`src/rtl/cla_pkg.sv`:
```
// Package: shared sizes and the lookahead carry function.
// Assumes no operand slice handed to cla_carry is wider than LA_MAX.
package cla_pkg;
    localparam int LA_MAX = 32;

    // Carry out of position 'upto' in expanded sum-of-products form:
    // OR over j of (g[j] AND p[j+1..upto]), OR (cin AND p[0..upto]).
    function automatic logic cla_carry(input logic [LA_MAX-1:0] g,
                                       input logic [LA_MAX-1:0] p,
                                       input logic              cin,
                                       input int                upto);
        logic carry;
        logic term;
        carry = 1'b0;
        for (int j = 0; j <= upto; j++) begin
            term = g[j];
            for (int k = j + 1; k <= upto; k++) term = term & p[k];
            carry = carry | term;
        end
        term = cin;
        for (int k = 0; k <= upto; k++) term = term & p[k];
        return carry | term;
    endfunction
endpackage

```
`src/rtl/cla_group.sv`:
```
// Module: one carry-lookahead slice of GW bits.
// It forms the bit generate and propagate terms and the carries inside the
// slice, which depend only on those terms and cin. It also drives the slice
// sum, the slice propagate and generate, and its own carry-out.
// Assumes GW <= cla_pkg::LA_MAX.
module cla_group #(
    parameter int GW = 4
) (
    input  logic [GW-1:0] a,
    input  logic [GW-1:0] b,
    input  logic          cin,
    output logic [GW-1:0] s,
    output logic          gp,
    output logic          gg,
    output logic          co
);
    import cla_pkg::*;

    logic [LA_MAX-1:0] g_ext;
    logic [LA_MAX-1:0] p_ext;
    logic [GW:0]       c;

    // Bit terms, zero-extended for the shared lookahead function.
    always_comb begin
        g_ext = '0;
        p_ext = '0;
        g_ext[GW-1:0] = a & b;
        p_ext[GW-1:0] = a | b;
    end

    // Carries inside the slice, each written as a lookahead expression.
    always_comb begin
        c[0] = cin;
        for (int i = 0; i < GW; i++) c[i+1] = cla_carry(g_ext, p_ext, cin, i);
    end

    // Sum bits use the carry delivered to each position.
    always_comb s = a ^ b ^ c[GW-1:0];

    // Slice propagate and generate, for the second level.
    always_comb begin
        gp = &p_ext[GW-1:0];
        gg = cla_carry(g_ext, p_ext, 1'b0, GW - 1);
    end

    always_comb co = c[GW];

    // a slice that generates must produce a carry-out for any cin.
    always_comb begin
        a_r4_grp_gen_implies_co: assert (!(gg && !co))
            else $error("slice generate set but carry-out clear");
    end
endmodule

```
`src/rtl/cla_lookahead.sv`:
```
// Module: second-level lookahead unit.
// From NG slice propagate and generate pairs and the block carry input,
// it drives the carry into every slice, the block carry-out, and the
// block-wide propagate and generate pair.
// Assumes NG <= cla_pkg::LA_MAX.
module cla_lookahead #(
    parameter int NG = 4
) (
    input  logic [NG-1:0] gp,
    input  logic [NG-1:0] gg,
    input  logic          c0,
    output logic [NG:0]   cg,
    output logic          bp,
    output logic          bg
);
    import cla_pkg::*;

    logic [LA_MAX-1:0] gg_ext;
    logic [LA_MAX-1:0] gp_ext;

    // Widen the slice terms for the shared function.
    always_comb begin
        gg_ext = '0;
        gp_ext = '0;
        gg_ext[NG-1:0] = gg;
        gp_ext[NG-1:0] = gp;
    end

    // Carries between slices: C(k+1) from G/P of slices 0..k and c0.
    always_comb begin
        cg[0] = c0;
        for (int k = 0; k < NG; k++) cg[k+1] = cla_carry(gg_ext, gp_ext, c0, k);
    end

    // Block pair exported to a higher lookahead level.
    always_comb begin
        bp = &gp;
        bg = cla_carry(gg_ext, gp_ext, 1'b0, NG - 1);
    end
endmodule

```
`src/rtl/cla16_adder.sv`:
```
// Module: two-level carry-lookahead adder (top).
// WIDTH bits are split into WIDTH/GW slices. With USE_RIPPLE = 0 the
// second-level unit feeds every slice carry. With USE_RIPPLE = 1 each slice
// takes the carry-out of the slice below, and the second-level unit only
// forms the exported block pair. Assumes WIDTH is a multiple of GW.
module cla16_adder #(
    parameter int WIDTH      = 16,
    parameter int GW         = 4,
    parameter bit USE_RIPPLE = 1'b0
) (
    input  logic [WIDTH-1:0] opa,
    input  logic [WIDTH-1:0] opb,
    input  logic             cin,
    output logic [WIDTH-1:0] sum,
    output logic             cout,
    output logic             blk_prop,
    output logic             blk_gen
);
    localparam int NG = WIDTH / GW;

    logic [NG-1:0] s_prop;
    logic [NG-1:0] s_gen;
    logic [NG-1:0] s_co;
    logic [NG:0]   la_c;
    logic [NG-1:0] s_cin;

    // Second-level unit: always present for the exported pair.
    cla_lookahead #(.NG(NG)) u_la (
        .gp (s_prop),
        .gg (s_gen),
        .c0 (cin),
        .cg (la_c),
        .bp (blk_prop),
        .bg (blk_gen)
    );

    // Slices, with their carry source chosen by the variant.
    for (genvar k = 0; k < NG; k++) begin : g_slice
        if (USE_RIPPLE) begin : g_rip
            if (k == 0) begin : g_first
                always_comb s_cin[k] = cin;
            end else begin : g_next
                always_comb s_cin[k] = s_co[k-1];
            end
        end else begin : g_la
            always_comb s_cin[k] = la_c[k];
            // the lookahead carry into slice k+1 equals the carry the
            // slice itself computes.
            always_comb begin
                a_r7_carry_agree: assert (la_c[k+1] == s_co[k])
                    else $error("lookahead carry %0d disagrees with slice", k + 1);
            end
        end

        cla_group #(.GW(GW)) u_grp (
            .a   (opa[k*GW +: GW]),
            .b   (opb[k*GW +: GW]),
            .cin (s_cin[k]),
            .s   (sum[k*GW +: GW]),
            .gp  (s_prop[k]),
            .gg  (s_gen[k]),
            .co  (s_co[k])
        );
    end

    // Carry-out from the lookahead unit or from the last slice.
    if (USE_RIPPLE) begin : g_co_rip
        always_comb cout = s_co[NG-1];
    end else begin : g_co_la
        always_comb cout = la_c[NG];
    end

    // the whole result matches integer addition.
    always_comb begin
        a_r1_sum_matches: assert ({cout, sum} == ({1'b0, opa} + {1'b0, opb} + {{WIDTH{1'b0}}, cin}))
            else $error("sum/carry differ from integer addition");
    end

    // the carry-out agrees with the exported block pair.
    always_comb begin
        a_r5_cout_form: assert (cout == (blk_gen | (blk_prop & cin)))
            else $error("carry-out disagrees with block propagate/generate");
    end
endmodule

```
`config.mk`:
```
export PLATFORM = sky130hd
export DESIGN_NAME = cla16_adder
export DESIGN_NICKNAME = d
export VERILOG_FILES = /design/src/rtl/cla_pkg.sv /design/src/rtl/cla_group.sv /design/src/rtl/cla_lookahead.sv /design/src/rtl/cla16_adder.sv
export SDC_FILE = /design/constraint.sdc
export NUM_CORES = 1
export LEC_CHECK = 0
export BUFFER_PORTS_ARGS = -buffer_cell sky130_fd_sc_hd__buf_2
export CAP_MARGIN = 20
export CORE_MARGIN = 4
export CORE_UTILIZATION = 50
export DETAILED_ROUTE_END_ITERATION = 8
export PLACE_DENSITY = 0.95
export SLEW_MARGIN = 25
export SYNTH_ARGS = -nofsm -noshare
export SYNTH_HDL_FRONTEND = slang
export SYNTH_SLANG_ARGS = --single-unit
```
`constraint.sdc`:
```
create_clock -name vclk -period 3.9
set_input_delay 0.39 -clock vclk [all_inputs]
set_output_delay 0.39 -clock vclk [all_outputs]
set_load 0.005 [all_outputs]
```
==> reports/qor.yml, run 1 <==
core_sq_mm: 0.002042
grt.overflow.total: 0
synth_xor_area_frac: 0.07769
fin_area_sq_mm: 0.001421
fin_crit_ps: 2723
maxSlewViolCount: 0
regArea_sq_um: 0
syn_to_final_growth_pct: 26.08
dr_total_vias: 1136
final-hold-violation-count: 0
cts_setup_buffers: 0
cp_data_required_time_ps: 3510
timing.final.crit_share: 0.6982
synthSimpleGateAreaFrac: 0.1521
yosysSeqAreaShare: 0
seq_cell_count: 0
die-area_sq_mm: 0.003079
synth_top_family_by_area: "adder cells"
grtUsageTotal: 0.1635
vias_per_cell: 4.982
syn_area_sq_mm: 0.001127
wirelength_mm: 2.505
fin_setup_tns_ps: 0
hp-class: "in2out"
ys.warnings.count: 0
post_cts_resized: 0
crit_arrival_ps: 2330
synth_mux_area_frac: 0.008879
vdd_ir_drop_max_mv: 0.08594
crit_path_max_incr_delay_ps: 560
syn-mean-instance-area_sq_um: 7.566
power_density_mw_per_mm2: 136.6
grt_pass1_wl_mm: 4.443
worst_pin_slew_ps: 522.9
endpoint_kind: "primary output"
start_kind: "primary input"
netlist_instances: 149
path_class: "in2out"
setup_viol: 0
gp_congestion: 0.8286
max-cap-violations: 0
rsz0062_at_grt: "no"
avgRoutedWirePerCell_um: 10.99
dp_hpwl_mm: 2.335
slew_headroom: 0.6485
die_x_um: 55.49
synthesis.nets: 218
crit_slowest_cell: "or4_4"
max_freq_mhz: 367.2
fin_ws_ps: 1177
cp_max_fo: 7
postLayoutCoreUtil: 0.6961
grt_antenna_before_repair: 0
die_h_um: 55.49
pin_count: 52
cp_cell_sequence: "buf_2 -> inv_1 -> ha_1 -> or4_4 -> o21ai_4 -> nand2_1 -> nand2_1 -> fa_1 -> buf_2"
start_util: 0.5521
pre_cts_ws_ps: 1167
grt_pass1_vias: 1127
synthAdderAreaFrac: 0.4262
ctsHoldBuffers: 0
yosysUniqueCellTypes: 34
drive_gt1_frac: 0.3085
p_total_w: 0.0001941
port_buffers: 52
dr.pass1.iters: 4
drtAntennaViolNets: 0
row_count: 16
clkbuf_count: 0
status: "completed"
synth_compound_area_frac: 0.1953
power_leakage_nw: 0.8593
final_nets: 272
grt_max_degree: 8
antenna-diode-count: 0
drc: 0
drtIter0Drc: 17
placed_cell_area_sq_mm: 0.001421
layout by cell type, fill, tap and decap left out, drive strengths merged, types with 3 or more instances in the layout:
cell type,n
nor3,3
nand2,6
buf,52
o21bai,4
nor2,10
o21ai,4
xnor2,4
inv,42
xor2,6
fa,4
a21oi,11
ha,32
kinds of logic after synthesis:
family | count (synthesis)
and+or+nand+nor | 31
AOI/OAI and AO/OA | 29
xor gates and xnor gates | 10
muxes | 1
adders and majority gates | 36
buffers and inverters | 42
metal layers:
| layer | vias to the layer above | track usage | part of all wire |
|---|---|---|---|
| li1 | 581 | - | - |
| met4 | 0 | 0.02778 | 0.012 |
| met1 | 514 | 0.1803 | 0.41 |
| met2 | 37 | 0.3243 | 0.52 |
| met5 | - | 0 | 0 |
| met3 | 4 | 0.02564 | 0.061 |
critical path, delay by kind of cell:
family / cells / cell delay (ps)
AOI/OAI and AO/OA: 1 / 270
buffers and inverters: 3 / 310
adders and majority gates: 2 / 610
and+or+nand+nor: 3 / 750
stage by stage:
stage / instances / hold WS, ps
after floorplan: 149 / 883.8
after global placement: 228 / 1147
after detailed placement: 228 / 1144
after CTS: 228 / 1147
after global routing: 228 / 1188
final: 228 / 1148
final timing paths:
check                 end  slack (ps)  cells after the start    from
setup / recovery  sum[12]        1180                      9  opa[4]
hold / removal       cout        1150                      4     cin
layout make-up:
class,instances,area [sq um]
well taps,27,33.78
inverters,42,157.7
repair buffers,52,260.3
fillers,201,620.6
multi-input cells,107,969.7
where the power goes:
| group | internal [W] | switching (W) | leakage (nW) |
|---|---|---|---|
| registers | 0 | 0 | 0 |
| logic | 0.0000950 | 0.0000991 | 0.859 |
| clock network | 0 | 0 | 0 |
| total | 0.0000950 | 0.0000991 | 0.859 |
synth_stat cells, types with 2 or more instances:
library cell   n  share of area
nor2_1        10          0.033
nand2_1        6          0.020
inv_1         42           0.14
o21ai_0        3          0.013
a211oi_2       2          0.022
ha_1          32           0.36
nor3_1         2         0.0089
nand3_1        2         0.0089
o21bai_1       4          0.027
nand2b_1       2          0.011
fa_1           4          0.071
a21oi_1       10          0.044
xnor2_1        4          0.031
xor2_1         6          0.047
(Power assumes the default switching activity.)
==> run 2: changes to the inputs <==
Settings changed: ABC_AREA from default to 1.
Clock period 3.9 ns to 2.8 ns, I/O delays scaled along.
==> reports/qor.yml, run 2 <==
yosysUniqueCellTypes: 27  # -21%
die_x_um: 55.80  # +0.57%
worst_pin_slew_ps: 263.9  # -259.0 ps
synthesis.nets: 238  # +9.2%
cp_data_required_time_ps: 2520  # -990 ps
endpoint_kind: "primary output"
grt_antenna_before_repair: 0  # unchanged
power_leakage_nw: 0.9309  # +8.3%
fin_setup_tns_ps: 0  # unchanged
ys.warnings.count: 0  # unchanged
pin_count: 52  # unchanged
placed_cell_area_sq_mm: 0.001438  # +1.1%
grt_pass1_vias: 1119  # -0.71%
syn_to_final_growth_pct: 25.85
start_kind: "primary input"
synth_compound_area_frac: 0.07886  # -0.1165
gp_congestion: 0.7903  # -4.6%
cts_setup_buffers: 0  # unchanged
port_buffers: 52  # unchanged
ctsHoldBuffers: 0  # unchanged
startpoint: "opa[5]"
max-cap-violations: 0  # unchanged
syn-mean-instance-area_sq_um: 6.759  # -11%
crit_arrival_ps: 1900  # -430 ps
final_nets: 292  # +7.4%
wirelength_mm: 2.346  # -6.3%
clkbuf_count: 0  # unchanged
synth_top_family_by_area: "adder cells"
synthSimpleGateAreaFrac: 0.2574  # +0.1053
seq_cell_count: 0  # unchanged
regArea_sq_um: 0  # unchanged
yosysSeqAreaShare: 0  # unchanged
pwr-share-clk: 0  # unchanged
path_class: "in2out"
cp_max_fo: 3  # -4
hp-class: "in2out"
core_sq_mm: 0.002191  # +7.3%
yosys.area.top_type: "ha_1"
grt.overflow.total: 0  # unchanged
power_density_mw_per_mm2: 176.8  # +29%
synth_area_leaders: "ha_1, inv_1, nand2_1, fa_1, xor2_1"
yosysMostFrequentCell: "inv_1"
crit_slowest_cell: "fa_1"
grt_pass1_wl_mm: 4.312  # -2.9%
start_util: 0.5214  # -0.03067
synthAdderAreaFrac: 0.4206  # -0.005602
slew_headroom: 0.8230  # +0.1745
final_cell_mix: "buf_2, inv_1, ha_1"
cp_cell_sequence: "buf_2 -> ha_1 -> o21bai_1 -> a21oi_2 -> nand2_1 -> nand2_1 -> nand2_2 -> fa_1 -> xor2_1 -> buf_2"
drtIter0Drc: 24  # +7
row_count: 17  # +1
netlist_instances: 169  # +13%
maxSlewViolCount: 0  # unchanged
endpoint: "sum[13]"
grtUsageTotal: 0.1556  # -0.007894
dr_total_vias: 1166  # +2.6%
ys_top_cells_by_count: "inv_1, ha_1, nand2_1"
syn_area_sq_mm: 0.001142  # +1.3%
die-area_sq_mm: 0.003114  # +1.1%
synth_mux_area_frac: 0  # -0.008879
timing.final.crit_share: 0.7795
drtAntennaViolNets: 0  # unchanged
sw_frac_of_total: 0.5289  # +0.01814
avgRoutedWirePerCell_um: 9.422  # -14%
antenna-diode-count: 0  # unchanged
drive_gt1_frac: 0.2851  # -0.02339
drc: 0  # unchanged
rsz0062_at_grt: "no"
crit_path_max_incr_delay_ps: 400  # -160 ps
die_h_um: 55.80  # +0.57%
post_cts_resized: 0  # unchanged
comb_power_share: 1.000  # about the same
setup_viol: 0  # unchanged
internal-power_w: 0.0001197  # +26%
dr.pass1.iters: 4  # unchanged
fin_area_sq_mm: 0.001438  # +1.1%
status: "completed"
dp_hpwl_mm: 2.234  # -4.3%
final-hold-violation-count: 0  # unchanged
seqPwrFrac: 0  # unchanged
max_freq_mhz: 458.2
fin_crit_ps: 2183
final_common_cell: "buf_2"
vias_per_cell: 4.683  # -6.0%
synth_xor_area_frac: 0.06900  # -0.008688
synth_top_area_frac: 0.3505  # -0.004668
grt_max_degree: 5  # -3
switchingPower_w: 0.0001344  # +36%
vdd_ir_drop_max_mv: 0.1062  # +24%
run 2: worst min-delay path by stage:
stage / from / cells after the start / slack (ps) / to
final: opb[12] / 3 / 920 / sum[12]
after CTS: opb[12] / 3 / 930 / sum[12]
after floorplan: cin / 1 / 710 / sum[0]
after detailed placement: opb[12] / 3 / 930 / sum[12]
after global placement: opb[12] / 3 / 920 / sum[12]
after global routing: opa[0] / 3 / 970 / sum[0]
run 2: worst max-delay path: cells and delay by family:
| family | cells | cell delay, ps |
|---|---|---|
| AO/OA/AOI/OAI | 2 | 380 |
| AND/OR/NAND/NOR | 3 | 230 |
| adder cells (fa/ha/maj) | 2 | 610 |
| XOR/XNOR | 1 | 170 |
| buffers and inverters | 2 | 250 |
run 2: cell type report:
class              instances  area (sq um)
fillers                  200         753.2
repair buffers            52         260.3
well taps                 28         35.03
inverters                 53         198.9
multi-input cells        116         943.4
run 2: cell families after synthesis:
group	count (synthesis)
XOR/XNOR	9
buffers and inverters	53
adder cells (fa/ha/maj)	36
AO/OA/AOI/OAI	14
AND/OR/NAND/NOR	57
run 2: power groups by stage:
stage	sequential (W)	combinational, W	clock [W]
2_1_floorplan	0	0.000154	0
3_3_place_gp	0	0.000249	0
3_5_place_dp	0	0.000258	0
4_1_cts	0	0.000260	0
5_1_grt	0	0.000296	0
6_report	0	0.000254	0
run 2: layer usage:
layer	track usage	vias to the layer above	share of wire
li1	-	619	-
met1	0.1898	513	0.41
met2	0.2990	32	0.53
met3	0.01160	2	0.051
met4	0.02083	0	0.0068
met5	0	-	0
run 2: per-stage QoR:
step,instances,util,power [W],hold WS [ps],setup WS [ps]
after detailed placement,249,0.6562,0.0002580,926.7,594.3
after global placement,249,0.6562,0.0002487,922.9,713.4
final,249,0.6562,0.0002541,920.2,617.4
after global routing,249,0.6562,0.0002962,973.5,448.2
after floorplan,169,-,0.0001539,709.2,987.1
after CTS,249,0.6562,0.0002597,926.9,579.9
